<file path="config.mk">
export PLATFORM = sky130hd
export DESIGN_NAME = pal_loader
export DESIGN_NICKNAME = d
export VERILOG_FILES = /design/src/rtl/pal_pkg.sv /design/src/rtl/pal_setup.sv /design/src/rtl/pal_sequencer.sv /design/src/rtl/pal_lane_pack.sv /design/src/rtl/pal_loader.sv
export SDC_FILE = /design/constraint.sdc
export NUM_CORES = 1
export LEC_CHECK = 0
export BUFFER_PORTS_ARGS = -buffer_cell sky130_fd_sc_hd__clkbuf_2
export CAP_MARGIN = 15
export CORE_AREA = 2 2 152 154
export DETAILED_ROUTE_END_ITERATION = 8
export DIE_AREA = 0 0 154 156
export PLACE_DENSITY = 0.67
export SLEW_MARGIN = 20
export SYNTH_ARGS = -nofsm -noshare
export SYNTH_HDL_FRONTEND = slang
export SYNTH_SLANG_ARGS = --single-unit
export TNS_END_PERCENT = 100
</file>
<file path="constraint.sdc">
create_clock -name clk -period 5.75 [get_ports clk]
set_input_delay 0.575 -clock clk [delete_from_list [all_inputs] [get_ports clk]]
set_output_delay 0.575 -clock clk [all_outputs]
set_load 0.05 [all_outputs]
</file>
<file path="src/rtl/pal_pkg.sv">
package pal_pkg;

    localparam int ENTRY_W = 16;
    localparam int LANES   = 4;
    localparam int WORD_W  = ENTRY_W * LANES;

    typedef enum logic {
        LOAD_IDLE = 1'b0,
        LOAD_RUN  = 1'b1
    } load_state_e;

    typedef enum logic {
        LANE_ONE = 1'b0,
        LANE_ALL = 1'b1
    } lane_mode_e;

    // Place an entry in lane 0 only, or in every lane.
    function automatic logic [WORD_W-1:0] spread_entry(
        input logic [ENTRY_W-1:0] e,
        input lane_mode_e         m
    );
        logic [WORD_W-1:0] w;
        for (int l = 0; l < LANES; l++) begin
            w[l*ENTRY_W +: ENTRY_W] = (m == LANE_ALL || l == 0) ? e : '0;
        end
        return w;
    endfunction

    function automatic logic [LANES-1:0] lane_mask(input lane_mode_e m);
        logic [LANES-1:0] k;
        for (int l = 0; l < LANES; l++) begin
            k[l] = (m == LANE_ALL) || (l == 0);
        end
        return k;
    endfunction

endpackage

</file>
<file path="src/rtl/pal_setup.sv">
module pal_setup #(
    parameter int COORD_W    = 12,
    parameter int FRAC_W     = 2,
    parameter int ADDR_W     = 24,
    parameter int PITCH_W    = 12,
    parameter int TMEM_AW    = 9,
    parameter int TMEM_WORDS = 512,
    parameter int CNT_W      = COORD_W - FRAC_W + 1
) (
    input  logic [COORD_W-1:0] left_i,
    input  logic [COORD_W-1:0] right_i,
    input  logic [COORD_W-1:0] top_i,
    input  logic [ADDR_W-1:0]  base_i,
    input  logic [PITCH_W-1:0] pitch_i,
    input  logic [TMEM_AW-1:0] tile_i,
    output logic [CNT_W-1:0]   count_o,
    output logic [ADDR_W-1:0]  src_o,
    output logic               bad_o
);
    localparam int INT_W  = COORD_W - FRAC_W;
    localparam int CMP_W  = ((CNT_W > TMEM_AW) ? CNT_W : TMEM_AW) + 1;
    localparam int PROD_W = INT_W + PITCH_W;

    logic [COORD_W-1:0] span;
    logic [INT_W-1:0]   row_int;
    logic [INT_W-1:0]   col_int;
    logic [PROD_W-1:0]  row_off;
    logic [ADDR_W-1:0]  col_off;
    logic               unused_frac;

    assign span        = right_i - left_i;
    assign count_o     = CNT_W'(span >> FRAC_W) + CNT_W'(1);
    assign row_int     = top_i[COORD_W-1:FRAC_W];
    assign col_int     = left_i[COORD_W-1:FRAC_W];
    assign row_off     = PROD_W'(row_int) * PROD_W'(pitch_i);
    assign col_off     = ADDR_W'({col_int, 1'b0});
    assign src_o       = base_i + ADDR_W'(row_off) + col_off;
    assign bad_o       = (CMP_W'(tile_i) + CMP_W'(count_o)) > CMP_W'(TMEM_WORDS);
    assign unused_frac = ^top_i[FRAC_W-1:0];

endmodule

</file>
<file path="src/rtl/pal_sequencer.sv">
module pal_sequencer
    import pal_pkg::*;
#(
    parameter int ADDR_W  = 24,
    parameter int TMEM_AW = 9,
    parameter int CNT_W   = 11
) (
    input  logic               clk,
    input  logic               rst,
    input  logic               start_i,
    input  logic [CNT_W-1:0]   count_i,
    input  logic [ADDR_W-1:0]  src_i,
    input  logic [TMEM_AW-1:0] tile_i,
    input  logic               rep_i,
    input  logic               bad_i,
    output logic               rd_en_o,
    output logic [ADDR_W-1:0]  rd_addr_o,
    output logic               beat_o,
    output logic [TMEM_AW-1:0] wr_addr_o,
    output lane_mode_e         mode_o,
    output logic               done_o,
    output logic               error_o
);
    localparam logic [ADDR_W-1:0] SRC_STEP = ADDR_W'(ENTRY_W / 8);

    load_state_e        state_q;
    logic [CNT_W-1:0]   rd_left_q;
    logic [ADDR_W-1:0]  rd_addr_q;
    logic [TMEM_AW-1:0] wr_addr_q;
    lane_mode_e         mode_q;
    logic               beat_q;
    logic               last_q;
    logic               done_q;
    logic               err_q;
    logic               rd_fire;

    assign rd_fire = (state_q == LOAD_RUN) && (rd_left_q != '0);

    always_ff @(posedge clk) begin
        if (rst) begin
            state_q   <= LOAD_IDLE;
            rd_left_q <= '0;
            rd_addr_q <= '0;
            wr_addr_q <= '0;
            mode_q    <= LANE_ONE;
            beat_q    <= 1'b0;
            last_q    <= 1'b0;
            done_q    <= 1'b0;
            err_q     <= 1'b0;
        end else begin
            done_q <= 1'b0;
            err_q  <= 1'b0;
            beat_q <= rd_fire;
            last_q <= rd_fire && (rd_left_q == CNT_W'(1));
            case (state_q)
                LOAD_IDLE: begin
                    if (start_i) begin
                        if (bad_i) begin
                            done_q <= 1'b1;
                            err_q  <= 1'b1;
                        end else begin
                            state_q   <= LOAD_RUN;
                            rd_left_q <= count_i;
                            rd_addr_q <= src_i;
                            wr_addr_q <= tile_i;
                            mode_q    <= rep_i ? LANE_ALL : LANE_ONE;
                        end
                    end
                end
                LOAD_RUN: begin
                    if (rd_fire) begin
                        rd_left_q <= rd_left_q - CNT_W'(1);
                        rd_addr_q <= rd_addr_q + SRC_STEP;
                    end
                    if (beat_q) begin
                        wr_addr_q <= wr_addr_q + TMEM_AW'(1);
                        if (last_q) begin
                            done_q  <= 1'b1;
                            state_q <= LOAD_IDLE;
                        end
                    end
                end
                default: state_q <= LOAD_IDLE;
            endcase
        end
    end

    assign rd_en_o   = rd_fire;
    assign rd_addr_o = rd_addr_q;
    assign beat_o    = beat_q;
    assign wr_addr_o = wr_addr_q;
    assign mode_o    = mode_q;
    assign done_o    = done_q;
    assign error_o   = err_q;

    AST_RD_STRIDE: assert property (@(posedge clk) disable iff (rst)
        rd_fire && $past(rd_fire) |-> rd_addr_q == $past(rd_addr_q) + SRC_STEP);
    AST_WR_STEP: assert property (@(posedge clk) disable iff (rst)
        beat_q && $past(beat_q) |-> wr_addr_q == $past(wr_addr_q) + TMEM_AW'(1));
    AST_DONE_AFTER_WRITE: assert property (@(posedge clk) disable iff (rst)
        done_q && !err_q |-> $past(beat_q));
    AST_ERR_NO_TRAFFIC: assert property (@(posedge clk) disable iff (rst)
        err_q |-> !$past(beat_q) && !$past(rd_fire) && !rd_fire);
    AST_ERR_WITH_DONE: assert property (@(posedge clk) disable iff (rst)
        err_q |-> done_q);
    AST_BUSY_HOLDS_MODE: assert property (@(posedge clk) disable iff (rst)
        $past(state_q == LOAD_RUN) && state_q == LOAD_RUN |-> $stable(mode_q));

endmodule

</file>
<file path="src/rtl/pal_lane_pack.sv">
module pal_lane_pack
    import pal_pkg::*;
(
    input  logic               clk,
    input  logic               rst,
    input  logic               beat_i,
    input  lane_mode_e         mode_i,
    input  logic [ENTRY_W-1:0] entry_i,
    output logic               we_o,
    output logic [WORD_W-1:0]  data_o,
    output logic [LANES-1:0]   hw_en_o
);
    assign we_o    = beat_i;
    assign data_o  = beat_i ? spread_entry(entry_i, mode_i) : '0;
    assign hw_en_o = beat_i ? lane_mask(mode_i) : '0;

    AST_LANE_MASK: assert property (@(posedge clk) disable iff (rst)
        we_o |-> (hw_en_o == 4'h1 || hw_en_o == 4'hF));
    AST_IDLE_MASK: assert property (@(posedge clk) disable iff (rst)
        !we_o |-> hw_en_o == '0);

endmodule

</file>
<file path="src/rtl/pal_loader.sv">
module pal_loader
    import pal_pkg::*;
#(
    parameter int COORD_W    = 12,
    parameter int FRAC_W     = 2,
    parameter int ADDR_W     = 24,
    parameter int PITCH_W    = 12,
    parameter int TMEM_AW    = 9,
    parameter int TMEM_WORDS = 512
) (
    input  logic                 clk,
    input  logic                 rst,
    input  logic                 start,
    input  logic [COORD_W-1:0]   coord_left,
    input  logic [COORD_W-1:0]   coord_right,
    input  logic [COORD_W-1:0]   coord_top,
    input  logic [ADDR_W-1:0]    src_base,
    input  logic [PITCH_W-1:0]   src_pitch,
    input  logic [TMEM_AW-1:0]   tile_tmem,
    input  logic                 replicate,
    output logic                 mem_rd_en,
    output logic [ADDR_W-1:0]    mem_rd_addr,
    input  logic [ENTRY_W-1:0]   mem_rd_data,
    output logic                 tm_we,
    output logic [TMEM_AW-1:0]   tm_addr,
    output logic [WORD_W-1:0]    tm_data,
    output logic [LANES-1:0]     tm_hw_en,
    output logic                 done,
    output logic                 error
);
    localparam int CNT_W = COORD_W - FRAC_W + 1;

    logic [CNT_W-1:0]  cnt_w;
    logic [ADDR_W-1:0] src_w;
    logic              bad_w;
    logic              beat_w;
    lane_mode_e        mode_w;

    pal_setup #(
        .COORD_W(COORD_W), .FRAC_W(FRAC_W), .ADDR_W(ADDR_W),
        .PITCH_W(PITCH_W), .TMEM_AW(TMEM_AW), .TMEM_WORDS(TMEM_WORDS),
        .CNT_W(CNT_W)
    ) u_setup (
        .left_i (coord_left),
        .right_i(coord_right),
        .top_i  (coord_top),
        .base_i (src_base),
        .pitch_i(src_pitch),
        .tile_i (tile_tmem),
        .count_o(cnt_w),
        .src_o  (src_w),
        .bad_o  (bad_w)
    );

    pal_sequencer #(
        .ADDR_W(ADDR_W), .TMEM_AW(TMEM_AW), .CNT_W(CNT_W)
    ) u_seq (
        .clk      (clk),
        .rst      (rst),
        .start_i  (start),
        .count_i  (cnt_w),
        .src_i    (src_w),
        .tile_i   (tile_tmem),
        .rep_i    (replicate),
        .bad_i    (bad_w),
        .rd_en_o  (mem_rd_en),
        .rd_addr_o(mem_rd_addr),
        .beat_o   (beat_w),
        .wr_addr_o(tm_addr),
        .mode_o   (mode_w),
        .done_o   (done),
        .error_o  (error)
    );

    pal_lane_pack u_pack (
        .clk    (clk),
        .rst    (rst),
        .beat_i (beat_w),
        .mode_i (mode_w),
        .entry_i(mem_rd_data),
        .we_o   (tm_we),
        .data_o (tm_data),
        .hw_en_o(tm_hw_en)
    );

endmodule

</file>
==> results.md, run 1 <==
- GR Util All Layers: 0.223
- Critical Path RT: 5.89 ns
- Row count: 55
- Post-synthesis mux area share: 0.00990
- Synth Area in Compound Gates: 0.152
- Synth Area per Inst: 8.00 um^2
- Clk Latency, worst-skew pair: 0.30 ns
- Skew final: 0.00548 ns
- Synthesized area: 9480 um^2
- Initial Util: 0.424
- Drt first pass iters: 5
- CTS buffer count: 5
- Clk buf depth: 2
- Crit path to: u_seq.rd_addr_o[23]$_SDFFE_PP0P_
- CTS tree: done
- Chip height: 156 um
- Crit start category: input pin
- DP Worst Slack: -0.206 ns
- P per Cell Area: 486 nW/um^2
- Main combinational cell family by area after synthesis: adder cells
- WS Path Type: in -> reg
- Mapped Cells: 1,185
- Clock sink total: 50
- Placer congestion estimate: 0.874
- Reg clk slew, reported paths: 0.07 ns
- Final Setup Violations: 0
- RSZ-0062 raised after global routing: true
- Final min period: 5.53 ns
- Root buf cell: clkbuf_16
- WP data arrival: 5.67 ns
- Critical path endpoint category: register
- Top_reg_cell synth: dfxtp_1
- Max IR drop VDD: 0.457 mV
- Final setup margin: 0.216 ns
- Final net count: 1,680
- Die Footprint: 24,000 um^2
- Worst min path class: reg -> reg
- Ports: 206
- Vias in the first global route: 8,877
- Synth unique cells: 81
- Slew of the pin with the lowest slew margin: 1.10 ns
- Multi-input logic area: 7400 um^2
- Final Hold Fails: 0
- Hold slack: 0.460 ns
- RR Startpoint: u_seq.state_q$_SDFF_PP0_
- Pin count of the biggest net entering global routing: 52
- Synth Area in XOR/XNOR: 0.0425
- Slew margin rel.: 0.264
- Max-slew violation count: 0
- H-tree depth: 2
- Tcrit/Tclk final: 0.963
- Max Cap Viol: 0
- Synth Net Count: 1,482
- Antenna-violating nets left: 0
- Critical Path Start: src_pitch[3]
- Chip width: 154 um
- Non-filler instance count after layout: 1,670
- FF/Latch Area: 1000 um^2
- Number of synthesized flops with an enable pin: 0
- RR Endpoint: u_seq.rd_addr_o[9]$_SDFFE_PP0P_
- Initial antenna violation count: 1
- First-pass GRT wire length: 43,200 um
- Synth Warn #: 0
- Vias per cell: 5.32
- Cells after DPL: 1,658
- HPWL after DPL: 22,600 um
- Max FO, Critical Path: 5
- Hold_buf cts: 0
- Share of layout cells above drive strength 1: 0.245
- Asr flop ratio synth: 0
- Core ar.: 22,400 um^2
- IO buf count: 203
- Avg WL per Cell: 15.8 um
- Max Fclk: 181 MHz
- Synth Area in Adders: 0.348
- Status: finished, final reports clean
- Leak: 5.70 nW
- Synthesis-to-layout area growth: 19.6%
- Yosys reg bits: 50
- Post-synthesis sequential area ratio: 0.106
- Vias: 8,878
- Drt total wl: 26,400 um
- DRT iter0 DRCs: 463
- Post-synthesis simple-gate area fraction: 0.216
- Reg2Reg Setup Slack: 2.52 ns
- Fillers: 2,182
- Gr ovfl total: 0
- Worst reg2reg path depth: 9
- Drt drc: 0
-- per-layer routing --
metal  global-route usage  part of all wire
met1                0.257              0.39
met2                0.425              0.52
met3               0.0278             0.055
met4               0.0797             0.032
met5                    0                 0
-- cells in the final DEF (no fill, tap or decap), types with 10 or more instances in the layout --
cell,n
inv_1,185
a21o_1,16
ha_1,81
and3_1,24
nor3_1,26
and2_1,81
dfxtp_1,50
fa_1,108
o21ai_0,27
nand3_1,29
nor2_1,49
a211oi_1,11
nand2_1,132
buf_4,71
a21oi_1,50
xnor2_1,31
nand4_1,11
a31oi_1,10
clkbuf_2,189
xor2_1,14
-- through the flow --
stage	TNS (ns)	instance area [um^2]	power, W	util
2_1_floorplan	0	9490	0.00363	-
3_3_place_gp	-0.634	11000	0.00497	0.492
3_5_place_dp	-0.834	11000	0.00505	0.492
4_1_cts	0	11100	0.00538	0.498
5_1_grt	-0.0703	11300	0.00614	0.507
6_report	0	11300	0.00551	0.507
-- cell usage after synthesis (8+ instances only) --
| cell | number | area (um^2) |
|---|---|---|
| a21o_1 | 16 | 120 |
| ha_1 | 84 | 1050 |
| o31ai_1 | 8 | 60.1 |
| nor2_1 | 50 | 188 |
| and2_1 | 83 | 519 |
| a211oi_1 | 11 | 82.6 |
| xnor2_1 | 32 | 280 |
| xor2_1 | 14 | 123 |
| a21oi_1 | 52 | 260 |
| a31oi_1 | 10 | 62.6 |
| dfxtp_1 | 50 | 1000 |
| and3_1 | 24 | 150 |
| nor3_1 | 26 | 130 |
| o21ai_0 | 33 | 165 |
| inv_1 | 187 | 702 |
| buf_4 | 36 | 270 |
| fa_1 | 112 | 2240 |
| nand4_1 | 11 | 68.8 |
| nand2_1 | 136 | 510 |
| o211ai_1 | 9 | 67.6 |
| nand3_1 | 29 | 145 |
| clkbuf_1 | 47 | 176 |
-- what timing repair did --
item / CTS / global route
buffers inserted: 0 / 3
hold endpoints to repair: 0 / 0
setup endpoints to repair: 0 / 30
gates resized for setup: 0 / 73
-- critical path, cell delays in order --
cell and delay [ns]:
buf_2 0.14, and2_4 0.16, fa_1 0.54, inv_1 0.07, fa_2 0.58, inv_1 0.05, fa_2 0.43, fa_1 0.54
inv_1 0.05, fa_1 0.52, inv_1 0.04, ha_1 0.19, or3_1 0.34, o21ai_1 0.16, buf_4 0.14, o311ai_1 0.08
and2_4 0.16, o41ai_4 0.39, nand4b_1 0.16, a21oi_1 0.07, mux2i_1 0.18, o31ai_1 0.09
-- report_power, final --
| group | leakage, nW | switching, W | internal, W |
|---|---|---|---|
| Sequential | 0.410 | 0.000125 | 0.000447 |
| Clock | 0.0739 | 0.000136 | 0.000173 |
| Combinational | 5.21 | 0.00254 | 0.00209 |
| Total | 5.70 | 0.00280 | 0.00271 |
-- cells by family (layout without fill, tap and decap cells) --
kind of cell	count (synthesis)	count (layout)
compound gates	206	206
xor+xnor	46	46
fa+ha+maj	197	197
buf+inv	276	475
flops	50	50
mux	8	8
other cells	0	1
simple gates	402	402
-- area by class of cell --
type,instances,area share
multi-input combinational,859,0.653
timing repair buffer,280,0.152
sequential,50,0.0883
inverter,187,0.0619
tap,285,0.0314
clock buffer,7,0.0126
clock inverter,1,0.000441
antenna,1,0.000221
-- flip-flops by register name (all words and copies together) (netlist names) --
| signal | cells |
|---|---|
| u_seq.rd_addr_o | 24 |
| u_seq.rd_left_q | 11 |
| u_seq.wr_addr_o | 9 |
| u_seq.beat_o | 1 |
| u_seq.done_o | 1 |
| u_seq.error_o | 1 |
| u_seq.last_q | 1 |
| u_seq.mode_o | 1 |
| u_seq.state_q | 1 |
-- worst min-delay path by stage --
stage,endpoint,startpoint,cells past startpoint
after floorplan,u_seq.rd_left_q[10]$_SDFFE_PP0P_,u_seq.rd_left_q[10]$_SDFFE_PP0P_,2
after global placement,u_seq.rd_addr_o[0]$_SDFFE_PP0P_,u_seq.rd_addr_o[0]$_SDFFE_PP0P_,2
after detailed placement,u_seq.rd_addr_o[0]$_SDFFE_PP0P_,u_seq.rd_addr_o[0]$_SDFFE_PP0P_,2
after CTS,u_seq.rd_addr_o[0]$_SDFFE_PP0P_,u_seq.rd_addr_o[0]$_SDFFE_PP0P_,2
after global routing,u_seq.rd_addr_o[0]$_SDFFE_PP0P_,u_seq.rd_addr_o[0]$_SDFFE_PP0P_,2
final,u_seq.rd_addr_o[0]$_SDFFE_PP0P_,u_seq.rd_addr_o[0]$_SDFFE_PP0P_,2
Note: power is estimated with default switching activity, not from simulation.
==> run 2: changes to the inputs <==
--- a/config.mk
+++ b/config.mk
@@ -7,10 +7,10 @@
 export LEC_CHECK = 0
 export BUFFER_PORTS_ARGS = -buffer_cell sky130_fd_sc_hd__clkbuf_2
 export CAP_MARGIN = 15
-export CORE_AREA = 2 2 152 154
+export CORE_AREA = 2 2 154 126
 export DETAILED_ROUTE_END_ITERATION = 8
-export DIE_AREA = 0 0 154 156
-export PLACE_DENSITY = 0.67
+export DIE_AREA = 0 0 156 128
+export PLACE_DENSITY = 0.79
 export SLEW_MARGIN = 20
 export SYNTH_ARGS = -nofsm -noshare
 export SYNTH_HDL_FRONTEND = slang
==> results.md, run 2 (synthesized netlist as in run 1, its figures left out) <==
- Root buf cell: clkbuf_16
- Synthesis-to-layout area growth: 17.9%
- Slew margin rel.: 0.378 (+0.114)
- First-pass GRT wire length: 42,500 um (-1.8%)
- Largest delay share family, worst path: adder cells
- Crit path cell chain: clkbuf_2, buf_4, nand2_1, fa_1, fa_1, fa_1, inv_1, fa_1, inv_1, fa_1, inv_1, ha_1, or3_1, o21ai_1, buf_4, o311ai_1, and2_4, buf_4, or3_1, a21oi_2, a31oi_1, o221a_2
- Core ar.: 18,500 um^2 (-17%)
- WP data arrival: 5.75 ns (+0.08 ns)
- Final Hold Fails: 0 (unchanged)
- Pin count of the biggest net entering global routing: 52 (unchanged)
- ANT cells: 0 (-1)
- Vias: 8,964 (+0.97%)
- Gr ovfl total: 0 (unchanged)
- Final min period: 5.56 ns (+0.0246 ns)
- Slowest-stage cell, CP: fa_1
- Critical path endpoint category: register
- Slew of the pin with the lowest slew margin: 0.932 ns (-0.173 ns)
- Max-slew violation count: 0 (unchanged)
- Initial antenna violation count: 0 (-1)
- Hold slack: 0.457 ns (-0.00277 ns)
- Critical path's largest stage delay: 0.57 ns (about the same)
- Chip height: 128 um (-18%)
- Psw: 0.00283 W (+1.0%)
- Final Setup Violations: 0 (unchanged)
- Tcrit/Tclk final: 0.967 (+0.00427)
- Initial Util: 0.512 (+0.0879)
- Commonest cells after routing, fill and taps aside: clkbuf_2 (195), inv_1 (186), nand2_1 (135)
- Status: finished, final reports clean
- Power, Total: 0.00552 W (+0.17%)
- Power Internal: 0.00269 W (-0.72%)
- Finished Core Util: 0.603 (+0.0964)
- CTS tree: done
- Sw frac: 0.513 (+0.00436)
- Clk buf depth: 2 (unchanged)
- Drt drc: 0 (unchanged)
- IO buf count: 203 (unchanged)
- Drt first pass iters: 5 (unchanged)
- Die Footprint: 20,000 um^2 (-17%)
- Vias in the first global route: 8,883 (+0.068%)
- Max Cap Viol: 0 (unchanged)
- WS Path Type: in -> reg
- Max IR drop VDD: 0.469 mV (+2.4%)
- Antenna-violating nets left: 0 (unchanged)
- P per Cell Area: 494 nW/um^2 (+1.6%)
- Largest register FFs: 24 (unchanged)
- Critical Path Most Common Cell: fa_1
- Max FO, Critical Path: 7 (+2)
- Fillers: 1,631 (-25%)
- Skew final: 0.00591 ns (+0.000429 ns)
- HPWL after DPL: 21,100 um (-6.4%)
- Hold_buf cts: 0 (unchanged)
- Critical Path RT: 5.94 ns (+0.05 ns)
- Reg power frac: 0.103 (about the same)
- GR Util All Layers: 0.262 (+0.0387)
- Vias per cell: 5.53 (+4.1%)
- Leak: 5.66 nW (-0.56%)
- Avg WL per Cell: 15.8 um (+0.20%)
- Share of layout cells above drive strength 1: 0.240 (-0.00451)
- Placer congestion estimate: 0.920 (+5.2%)
- H-tree depth: 2 (unchanged)
- Crit start category: input pin
- CP Buf/Inv Count: 7 (+1)
- Final net count: 1,681 (+0.060%)
- Chip width: 156 um (+1.3%)
- Drt total wl: 25,600 um (-2.8%)
- Max Fclk: 180 MHz (-0.44%)
- Reg clk slew, reported paths: 0.07 ns (about the same)
- Combinational share of power: 0.842 (+0.002)
- Commonest non-fill, non-tap cell in the layout: clkbuf_2
- Ports: 206 (unchanged)
- CTS buffer count: 5 (unchanged)
- Clock network power share: 0.055 (about the same)
- Clk Latency, worst-skew pair: 0.29 ns (about the same)
- FF/Latch Area: 1000 um^2 (unchanged)
- Row count: 45 (-18%)
- Worst min path class: reg -> reg
- DRT iter0 DRCs: 628 (+36%)
- Multi-input logic area: 7370 um^2 (-0.44%)
- Clock sink total: 50 (unchanged)
run 2: changes by cell type in the layout (fill, tap and decap cells not counted), sizes merged:
cell | before | now
clkinv | 1 | 2
clkbuf | 197 | 202
diode | 1 | 0
clkinvlp | 0 | 1
buf | 90 | 84
run 2: routing by layer:
layer | vias up | GRT usage | share of wire
li1 | 4269 | - | -
met4 | 0 | 0.0594 | 0.017
met1 | 4303 | 0.364 | 0.43
met3 | 38 | 0.0416 | 0.086
met2 | 354 | 0.433 | 0.47
met5 | - | 0 | 0
run 2: final timing paths:
check | end | slack, ns | startpoint | cells after the start
setup / recovery | u_seq.rd_addr_o[19]$_SDFFE_PP0P_ | 0.19 | coord_top[5] | 22
hold / removal | u_seq.rd_addr_o[0]$_SDFFE_PP0P_ | 0.46 | u_seq.rd_addr_o[0]$_SDFFE_PP0P_ | 2
setup reg to reg | u_seq.rd_addr_o[11]$_SDFFE_PP0P_ | 2.55 | u_seq.rd_left_q[5]$_SDFFE_PP0P_ | 9
hold reg to reg | u_seq.rd_addr_o[0]$_SDFFE_PP0P_ | 0.46 | u_seq.rd_addr_o[0]$_SDFFE_PP0P_ | 2
run 2: layout make-up:
cell class                 count  area share
clock buffer                   5      0.0112
inverter                     187      0.0628
clock inverter                 3     0.00190
multi-input combinational    859       0.659
sequential                    50      0.0896
tap                          235      0.0263
timing repair buffer         281       0.149
run 2: what timing repair did:
| action | 4_1_cts | 5_1_grt |
|---|---|---|
| gates resized for setup | 0 | 43 |
| setup buffers | 0 | 1 |
| setup endpoints to repair | 0 | 5 |
run 2: worst register-to-register path, cell delays in order, from the launching register on:
cell and delay, ns:
dfxtp_1 0.34, or3_1 0.43, nor4_1 0.33, nand2_1 0.25, nand2_1 0.42, inv_1 0.36, nor3_2 0.36, buf_4 0.25
mux2i_1 0.23, o311a_1 0.17
run 2: metrics by stage:
stage                     instance area (um^2)  TNS (ns)  setup slack, ns  std cells
final                                    11200         0            0.191       1620
after global routing                     11200   -0.0294          -0.0245       1620
after CTS                                11100         0            0.130       1619
after detailed placement                 10900    -0.495           -0.146       1611
after global placement                   10900    -0.373           -0.112       1611
after floorplan                           9490         0           0.0136       1185
run 2: power groups by stage:
| stage | sequential [W] | clock (W) | combinational, W |
|---|---|---|---|
| floorplan | 0.000766 | 0 | 0.00286 |
| global placement | 0.000564 | 0 | 0.00432 |
| detailed placement | 0.000570 | 0 | 0.00441 |
| CTS | 0.000563 | 0.000306 | 0.00445 |
| global route | 0.000585 | 0.000318 | 0.00521 |
| finish | 0.000566 | 0.000303 | 0.00465 |
